### src/rtl/tt_pkg.sv
// Package: shared constants for the trip timer.
// Assumes: three inverse-time bands, ordered from lowest to highest current.
package tt_pkg;
    localparam int unsigned NUM_BANDS = 3;
endpackage

### src/rtl/tt_band_timer.sv
// Module: one band accumulation timer.
// Counts millisecond ticks while the latest reading is at or above LO_MA.
// A reading below LO_MA clears the count. Reports expiry once the count
// reaches LIMIT, and holds the count there.
// Assumes: sample_vld and ms_tick are single-cycle pulses.
module tt_band_timer #(
    parameter int unsigned MAG_W = 10,
    parameter int unsigned LO_MA = 5,
    parameter int unsigned LIMIT = 120
) (
    input  logic             clk,
    input  logic             rst_n,
    input  logic             sample_vld,
    input  logic [MAG_W-1:0] mag_ma,
    input  logic             ms_tick,
    output logic             expired
);
    localparam int unsigned CW = $clog2(LIMIT + 1);

    logic          armed;
    logic [CW-1:0] cnt;
    logic          in_band;

    assign in_band = (32'(mag_ma) >= LO_MA);
    assign expired = (32'(cnt) == LIMIT);

    // Track whether the latest reading sits in or above this band.
    always_ff @(posedge clk) begin
        if (!rst_n) begin
            armed <= 1'b0;
        end else if (sample_vld) begin
            armed <= in_band;
        end
    end

    // Accumulate ticks while armed; clear on a reading below the band.
    always_ff @(posedge clk) begin
        if (!rst_n) begin
            cnt <= '0;
        end else if (sample_vld && !in_band) begin
            cnt <= '0;
        end else if (ms_tick && armed && !expired) begin
            cnt <= cnt + 1'b1;
        end
    end
endmodule

### src/rtl/tt_sat_detect.sv
// Module: fast saturation path.
// Counts consecutive samples at or above SAT_MA and flags a hit after
// SAT_SAMPLES of them. Any lower sample restarts the count.
// Assumes: the sample rate is high enough that SAT_SAMPLES spans well under
// the fast-trip deadline.
module tt_sat_detect #(
    parameter int unsigned MAG_W       = 10,
    parameter int unsigned SAT_MA      = 300,
    parameter int unsigned SAT_SAMPLES = 4
) (
    input  logic             clk,
    input  logic             rst_n,
    input  logic             sample_vld,
    input  logic [MAG_W-1:0] mag_ma,
    output logic             hit
);
    localparam int unsigned CW = $clog2(SAT_SAMPLES + 1);

    logic [CW-1:0] run_cnt;

    assign hit = (32'(run_cnt) == SAT_SAMPLES);

    // Count consecutive saturation-level samples, saturating at the limit.
    always_ff @(posedge clk) begin
        if (!rst_n) begin
            run_cnt <= '0;
        end else if (sample_vld) begin
            if (32'(mag_ma) < SAT_MA) begin
                run_cnt <= '0;
            end else if (!hit) begin
                run_cnt <= run_cnt + 1'b1;
            end
        end
    end
endmodule

### src/rtl/tt_fire_gate.sv
// Module: solenoid fire gate.
// Once trip is set, drives fire whenever the zero-crossing window is closed,
// until FIRE_TICKS ticks have passed while firing. Ticks inside the window do
// not count.
// Assumes: zc_win leads the true zero crossing by at least one clock.
module tt_fire_gate #(
    parameter int unsigned FIRE_TICKS = 3
) (
    input  logic clk,
    input  logic rst_n,
    input  logic trip,
    input  logic zc_win,
    input  logic ms_tick,
    output logic fire
);
    localparam int unsigned CW = $clog2(FIRE_TICKS + 1);

    logic [CW-1:0] fired_cnt;
    logic [CW-1:0] fired_nxt;
    logic          fire_nxt;

    // Next-state: count ticks spent firing; fire while the quota remains.
    always_comb begin
        fired_nxt = fired_cnt + CW'(fire && ms_tick);
        fire_nxt  = trip && !zc_win && (32'(fired_nxt) < FIRE_TICKS);
    end

    // Register the fire output and the count of ticks spent firing.
    always_ff @(posedge clk) begin
        if (!rst_n) begin
            fired_cnt <= '0;
            fire      <= 1'b0;
        end else begin
            fired_cnt <= fired_nxt;
            fire      <= fire_nxt;
        end
    end
endmodule

### src/rtl/trip_timer.sv
// Module: inverse-time trip timer (top).
// Runs one tick timer per current band plus a saturation sample counter.
// Latches a trip request when any of them expires, and passes the request
// through the zero-crossing fire gate.
// Assumes: mag_ma is already filtered and in mA; ms_tick is a 1 ms pulse.
module trip_timer #(
    parameter int unsigned MAG_W       = 10,
    parameter int unsigned BAND0_MA    = 5,
    parameter int unsigned BAND1_MA    = 20,
    parameter int unsigned BAND2_MA    = 40,
    parameter int unsigned BAND0_TICKS = 120,
    parameter int unsigned BAND1_TICKS = 60,
    parameter int unsigned BAND2_TICKS = 20,
    parameter int unsigned SAT_MA      = 300,
    parameter int unsigned SAT_SAMPLES = 4,
    parameter int unsigned FIRE_TICKS  = 3
) (
    input  logic             clk,
    input  logic             rst_n,
    input  logic             sample_vld,
    input  logic [MAG_W-1:0] mag_ma,
    input  logic             zc_win,
    input  logic             ms_tick,
    output logic             trip_req,
    output logic             scr_fire
);
    import tt_pkg::*;

    localparam int unsigned LO_TAB  [NUM_BANDS] = '{BAND0_MA, BAND1_MA, BAND2_MA};
    localparam int unsigned LIM_TAB [NUM_BANDS] = '{BAND0_TICKS, BAND1_TICKS, BAND2_TICKS};

    logic [NUM_BANDS-1:0] band_exp;
    logic                 sat_hit;
    logic                 any_hit;

    for (genvar gi = 0; gi < NUM_BANDS; gi++) begin : g_band
        tt_band_timer #(
            .MAG_W (MAG_W),
            .LO_MA (LO_TAB[gi]),
            .LIMIT (LIM_TAB[gi])
        ) u_band (
            .clk        (clk),
            .rst_n      (rst_n),
            .sample_vld (sample_vld),
            .mag_ma     (mag_ma),
            .ms_tick    (ms_tick),
            .expired    (band_exp[gi])
        );
    end

    tt_sat_detect #(
        .MAG_W       (MAG_W),
        .SAT_MA      (SAT_MA),
        .SAT_SAMPLES (SAT_SAMPLES)
    ) u_sat (
        .clk        (clk),
        .rst_n      (rst_n),
        .sample_vld (sample_vld),
        .mag_ma     (mag_ma),
        .hit        (sat_hit)
    );

    assign any_hit = (|band_exp) || sat_hit;

    // Latch the trip request until reset.
    always_ff @(posedge clk) begin
        if (!rst_n) begin
            trip_req <= 1'b0;
        end else if (any_hit) begin
            trip_req <= 1'b1;
        end
    end

    tt_fire_gate #(
        .FIRE_TICKS (FIRE_TICKS)
    ) u_fire (
        .clk     (clk),
        .rst_n   (rst_n),
        .trip    (trip_req),
        .zc_win  (zc_win),
        .ms_tick (ms_tick),
        .fire    (scr_fire)
    );
endmodule

### config.mk
export PLATFORM = sky130hd
export DESIGN_NAME = trip_timer
export DESIGN_NICKNAME = d
export VERILOG_FILES = /design/src/rtl/tt_pkg.sv /design/src/rtl/tt_band_timer.sv /design/src/rtl/tt_sat_detect.sv /design/src/rtl/tt_fire_gate.sv /design/src/rtl/trip_timer.sv
export SDC_FILE = /design/constraint.sdc
export NUM_CORES = 1
export LEC_CHECK = 0
export ABC_AREA = 1
export ABC_CLOCK_PERIOD_IN_PS = 1600
export BUFFER_PORTS_ARGS = -buffer_cell sky130_fd_sc_hd__buf_2
export CORE_UTILIZATION = 58
export CTS_CLUSTER_DIAMETER = 50
export CTS_CLUSTER_SIZE = 14
export DETAILED_ROUTE_END_ITERATION = 10
export PLACE_DENSITY_LB_ADDON = 0.1
export SLEW_MARGIN = 0
export SYNTH_ARGS = -nofsm -noshare
export SYNTH_HDL_FRONTEND = slang
export SYNTH_HIERARCHICAL = 1
export SYNTH_SLANG_ARGS = --single-unit
### constraint.sdc
create_clock -name clk -period 1.6 [get_ports clk]
set_input_delay 0.08 -clock clk [delete_from_list [all_inputs] [get_ports clk]]
set_output_delay 0.08 -clock clk [all_outputs]
set_load 0.01 [all_outputs]
Yosys cells after proc, flatten, opt, wreduce, memory -nomap -nowiden
Index checks and enable logic that the tools add are counted.
W data, S select, Z words.
- $add $sub $neg: 5
- magnitude comparators: 5
- eq/ne operators: 5
- multiplexer cells: 2
- bitwise gates (word level): 1
- reduce and logical (&&, ||, !) cells: 25
- operators by type and width (operator ; count):
    $logic_and A1 B1 Y1 ; 12
    $ge A10 B3 Y1 const B ; 1
    $ge A10 B5 Y1 const B ; 1
    $ge A10 B6 Y1 const B ; 1
    $lt A10 B9 Y1 const B ; 1
    $add A7 B1 Y7 const B ; 1
    $eq A7 B7 Y1 const B ; 1
    $logic_not A1 Y1 ; 7
    $add A6 B1 Y6 const B ; 1
    $eq A6 B6 Y1 const B ; 1
    $mux W3 ; 2
    $reduce_or A2 Y1 ; 3
    $add A5 B1 Y5 const B ; 1
    $eq A5 B5 Y1 const B ; 1
    $add A3 B1 Y3 const B ; 1
    $eq A3 B3 Y1 const B ; 1
    $reduce_or A3 Y1 ; 1
    $add A2 B1 Y2 ; 1
    $lt A2 B2 Y1 const B ; 1
    $ne A2 B1 Y1 const B ; 1
    $reduce_and A2 Y1 ; 1
    $logic_or A1 B1 Y1 ; 1
    $not A1 Y1 ; 1
- flip-flop bits (word level): 28
- input bits: 15
- output and inout port bits: 2
- word-level logic and storage cells: 53

Depth between registers and ports, before layout
- word-level depth: 4
- gate-level depth with buffers: 9

By module
The synthesis kept the hierarchy.
- by module, submodules not included (module ; instances ; cells each ; area each (um^2) ; seq. area each (um^2)):
    tt_band_timer (g_band[0].u_band) ; 1 ; 70 ; 485.5 ; 160.2
    tt_band_timer (g_band[1].u_band) ; 1 ; 60 ; 409.1 ; 140.1
    tt_band_timer (g_band[2].u_band) ; 1 ; 60 ; 389.1 ; 120.1
    tt_sat_detect ; 1 ; 39 ; 252.7 ; 60.1
    tt_fire_gate ; 1 ; 21 ; 147.6 ; 60.1
    trip_timer ; 1 ; 7 ; 43.8 ; 20.0

Worst setup path before layout
Ideal clock, no wire load.
- path kind: register to register
- start: register g_band[1].u_band.cnt[0]
- end: register g_band[1].u_band.cnt[3]
- arrival: 1.131 ns
- data required time: 1.477 ns
- setup slack: 0.346 ns
- stages on the path, launching flop included: 9
- buffers on the path: 0
- path through: dfxtp_1 -> inv_1 -> ha_1 -> nand3_1 -> nor2_4 -> nor2_4 -> clkinv_4 -> nand2_1 -> a21oi_1
- word-level cells in the longest chain between the ends: 3
- ends and longest elaborated chain (item ; line ; RTL):
    from (decl) ; tt_band_timer.sv:21 ; logic [CW-1:0] cnt;
    from (signal assigned) ; tt_band_timer.sv:43 ; cnt <= cnt + 1'b1;
    $eq A6 B6 Y1 ; tt_band_timer.sv:25 ; assign expired = (32'(cnt) == LIMIT);
    net band_exp[1] ; trip_timer.sv:32 ; logic [NUM_BANDS-1:0] band_exp;
    $logic_not A1 Y1 ; tt_band_timer.sv:42 ; end else if (ms_tick && armed && !expired) begin
    $logic_and A1 B1 Y1 ; tt_band_timer.sv:42 ;
The timed path passes the listed nets, and every way through them passes these cells.
A chain may end at the register's enable or synchronous reset.

Final worst setup path
- start: register g_band[1].u_band.cnt[0]
- end: register g_band[1].u_band.cnt[5]
Same word-level chain as after synthesis.

==> results.json <==
{
  "num_io_pins": 17,
  "syn_avg_cell_area_um2": 6.72,
  "r2r-end": "g_band[1].u_band/cnt[5]",
  "synthDistinctLibCells": 27,
  "worstSetupStartpointType": "flip-flop",
  "wl_per_cell_um": 9.87,
  "cts.sinks": 28,
  "synthCells": 257,
  "critPathMaxStageDelay_ns": 0.42,
  "fp-row-count": 19,
  "dpl.cell_count": 303,
  "crit_type": "flip-flop to flip-flop",
  "cts-root-buf": "clkbuf_4",
  "synth_top_area_cell": "dfxtp_1",
  "grt_max_degree": 17,
  "worst_setup_path_end_kind": "flip-flop",
  "crit_path_cell_trace": "inv_1 -> ha_1 -> nand3_1 -> nor2_4 -> nor2_4 -> clkinv_4 -> nand2_1 -> a21oi_1",
  "die_w_um": 56.6,
  "cp.arrival_ns": 1.64,
  "n_antenna_cell": 0,
  "fin_cells": 307,
  "io_buffers": 16,
  "ys.warnings.count": 6,
  "hold_viol_final": 0,
  "crit_required_ns": 1.84,
  "worst_pin_slew_ns": 0.294,
  "synth_top_area_share": 0.324,
  "setup_viol": 0,
  "ff2ff_setup_slack_ns": 0.20,
  "first_pass_iters": 4,
  "insertion_delay_ns": 0.33,
  "drt_iter0_drc": 36,
  "grt.total_usage": 0.211,
  "start_util": 0.621,
  "wl_um": 3030,
  "ys_seq_elements": 28,
  "synth_edf_count": 0,
  "fin_skew_ns": 0.00678,
  "p_leak_nw": 0.842,
  "fin_nets": 301,
  "h-tree-depth": 1,
  "cts_tree": "built",
  "dp_hpwl_um": 2300,
  "clkTransAtPathRegs_ns": 0.15,
  "ant_nets": 0,
  "rr_worst_depth": 8,
  "overflow": 0,
  "die_area_um2": 3200,
  "drv_cap": 0,
  "hold_path.class": "input port to flip-flop",
  "clock.fmax_ghz": 0.714,
  "slowest_stage": "dfxtp_1",
  "outcome": "finished clean",
  "slew_headroom": 0.804,
  "tns_ns": 0,
  "ctsResizeCount": 0,
  "path_buf_inv": 2,
  "setup.worst_path.end": "g_band[1].u_band/cnt[5]",
  "synthToLayoutAreaGrowth_pct": 9.27,
  "min_period_over_period": 0.875,
  "drv_slew": 0,
  "core_area_um2": 2780,
  "vias_per_cell": 4.90,
  "startpoint": "g_band[1].u_band/cnt[0]",
  "ys_top_cells_by_area": "dfxtp_1 (32%), nand2_1 (18%), inv_1 (7.8%), ha_1 (6.5%), a21oi_1 (5.5%)",
  "fin_crit_ns": 1.40,
  "grt_pass1_wl_um": 5410,
  "via_count": 1505,
  "cts_setup_buffers": 0,
  "cts.path.max_buffers": 2,
  "ctsHoldBuffers": 0,
  "yosys.cell_count.top_type": "nand2_1",
  "rsz0062_at_grt": "false",
  "first_global_vias": 1330,
  "syn_nets": 281,
  "numCtsBuffers": 3,
  "fp.dieH_um": 56.6,
  "crit_top_cell": "nor2_4",
  "reg2reg_from": "g_band[1].u_band/cnt[0]",
  "async_flop_share": 0,
  "remaining_drc_errors": 0,
  "n_fill_cell": 251,
  "syn_area_um2": 1730,
  "path_max_fanout": 7,
  "grt_antenna_before_repair": 0,
  "worst-path-stages": 8,
  "drive_gt1_frac": 0.163,
  "ys_seq_area_frac": 0.324,
  "crit_family": "simple AND/OR/NAND/NOR gates",
  "power_density_nw_per_um2": 709,
  "gp_congestion": 0.823,
  "synth_top_flop_cell": "dfxtp_1",
  "synth_common_cells": "nand2_1 (82), inv_1 (36), dfxtp_1 (28)",
  "ir_worst_vdd_mv": 0.616
}
==> metal layers <==
layer,track usage,wire length (um),up-vias
met5,0,0,-
met4,0.0941,59,0
met3,0.0207,73,4
met2,0.334,1290,19
met1,0.289,1610,650
li1,-,-,832
==> cells in the final DEF, fill, tap and decap left out, types with 4 or more instances in the layout <==
cell type,instances
inv_1,36
nor2_2,6
dfxtp_1,28
a21oi_1,19
buf_2,16
nand2_1,82
ha_1,9
nand2_2,5
nand3_1,17
nor2_1,25
nand4_1,4
==> worst register-to-register path, stage by stage (launching register included) <==
cell and delay (ns):
dfxtp_1 0.42, inv_1 0.09, ha_1 0.20, nand3_1 0.12, nor2_4 0.05, nor2_4 0.19, clkinv_4 0.11, nand2_1 0.07
a21oi_1 0.06
==> flip-flops by register name, indices dropped and copies added, names as in the netlist <==
name	flops
g_band.u_band/armed	3
g_band.u_band/cnt	18
trip_req	1
u_fire/fire	1
u_fire/fired_cnt	2
u_sat/run_cnt	3
==> power breakdown <==
part / internal, W / total (W) / leakage [nW] / switching (W)
sequential: 0.000715 / 0.000729 / 0.227 / 0.0000140
combinational: 0.0000548 / 0.000144 / 0.586 / 0.0000894
clock: 0.000253 / 0.000465 / 0.0279 / 0.000211
total: 0.00102 / 0.00134 / 0.842 / 0.000315
==> area by class of cell <==
| type | instances | area [um^2] | share of cell area |
|---|---|---|---|
| Clock buffer | 3 | 22.5 | 0.0119 |
| Clock inverter | 1 | 30.0 | 0.0159 |
| Inverter | 39 | 151 | 0.0802 |
| Multi-Input combinational cell | 189 | 1000 | 0.532 |
| Sequential cell | 28 | 561 | 0.297 |
| Tap cell | 31 | 38.8 | 0.0205 |
| Timing Repair Buffer | 16 | 80.1 | 0.0424 |
==> how the worst min path moves through the flow <==
stage           from                  end  slack (ns)  cells after the start
3_3_place_gp   rst_n  u_fire/fired_cnt[0]        0.40                      3
4_1_cts        rst_n     u_sat/run_cnt[0]        0.03                      3
5_1_grt        rst_n             trip_req        0.03                      3
6_report       rst_n             trip_req        0.04                      3
2_1_floorplan  rst_n             trip_req        0.18                      2
3_5_place_dp   rst_n  u_fire/fired_cnt[0]        0.40                      3
==> through the flow <==
step / utilization / hold WS [ns] / total power, W / setup slack, ns / area (um^2)
finish: 0.679 / 0.0403 / 0.00134 / 0.200 / 1890
detailed placement: 0.660 / 0.400 / 0.000889 / 0.217 / 1840
global route: 0.679 / 0.0333 / 0.00140 / 0.0837 / 1890
CTS: 0.679 / 0.0296 / 0.00135 / 0.194 / 1890
global placement: 0.660 / 0.396 / 0.000886 / 0.253 / 1840
floorplan: - / 0.178 / 0.000836 / 0.346 / 1730
==> kinds of logic (layout without fill, tap and decap cells) <==
group           count (synthesis)  in the layout  synth area share
compound gates                 24             24            0.0731
xor+xnor                        5              5            0.0253
fa+ha+maj                       9              9            0.0652
buf+inv                        40             59            0.0941
flops                          28             28             0.324
simple gates                  151            151             0.418
(Power assumes the default switching activity.)
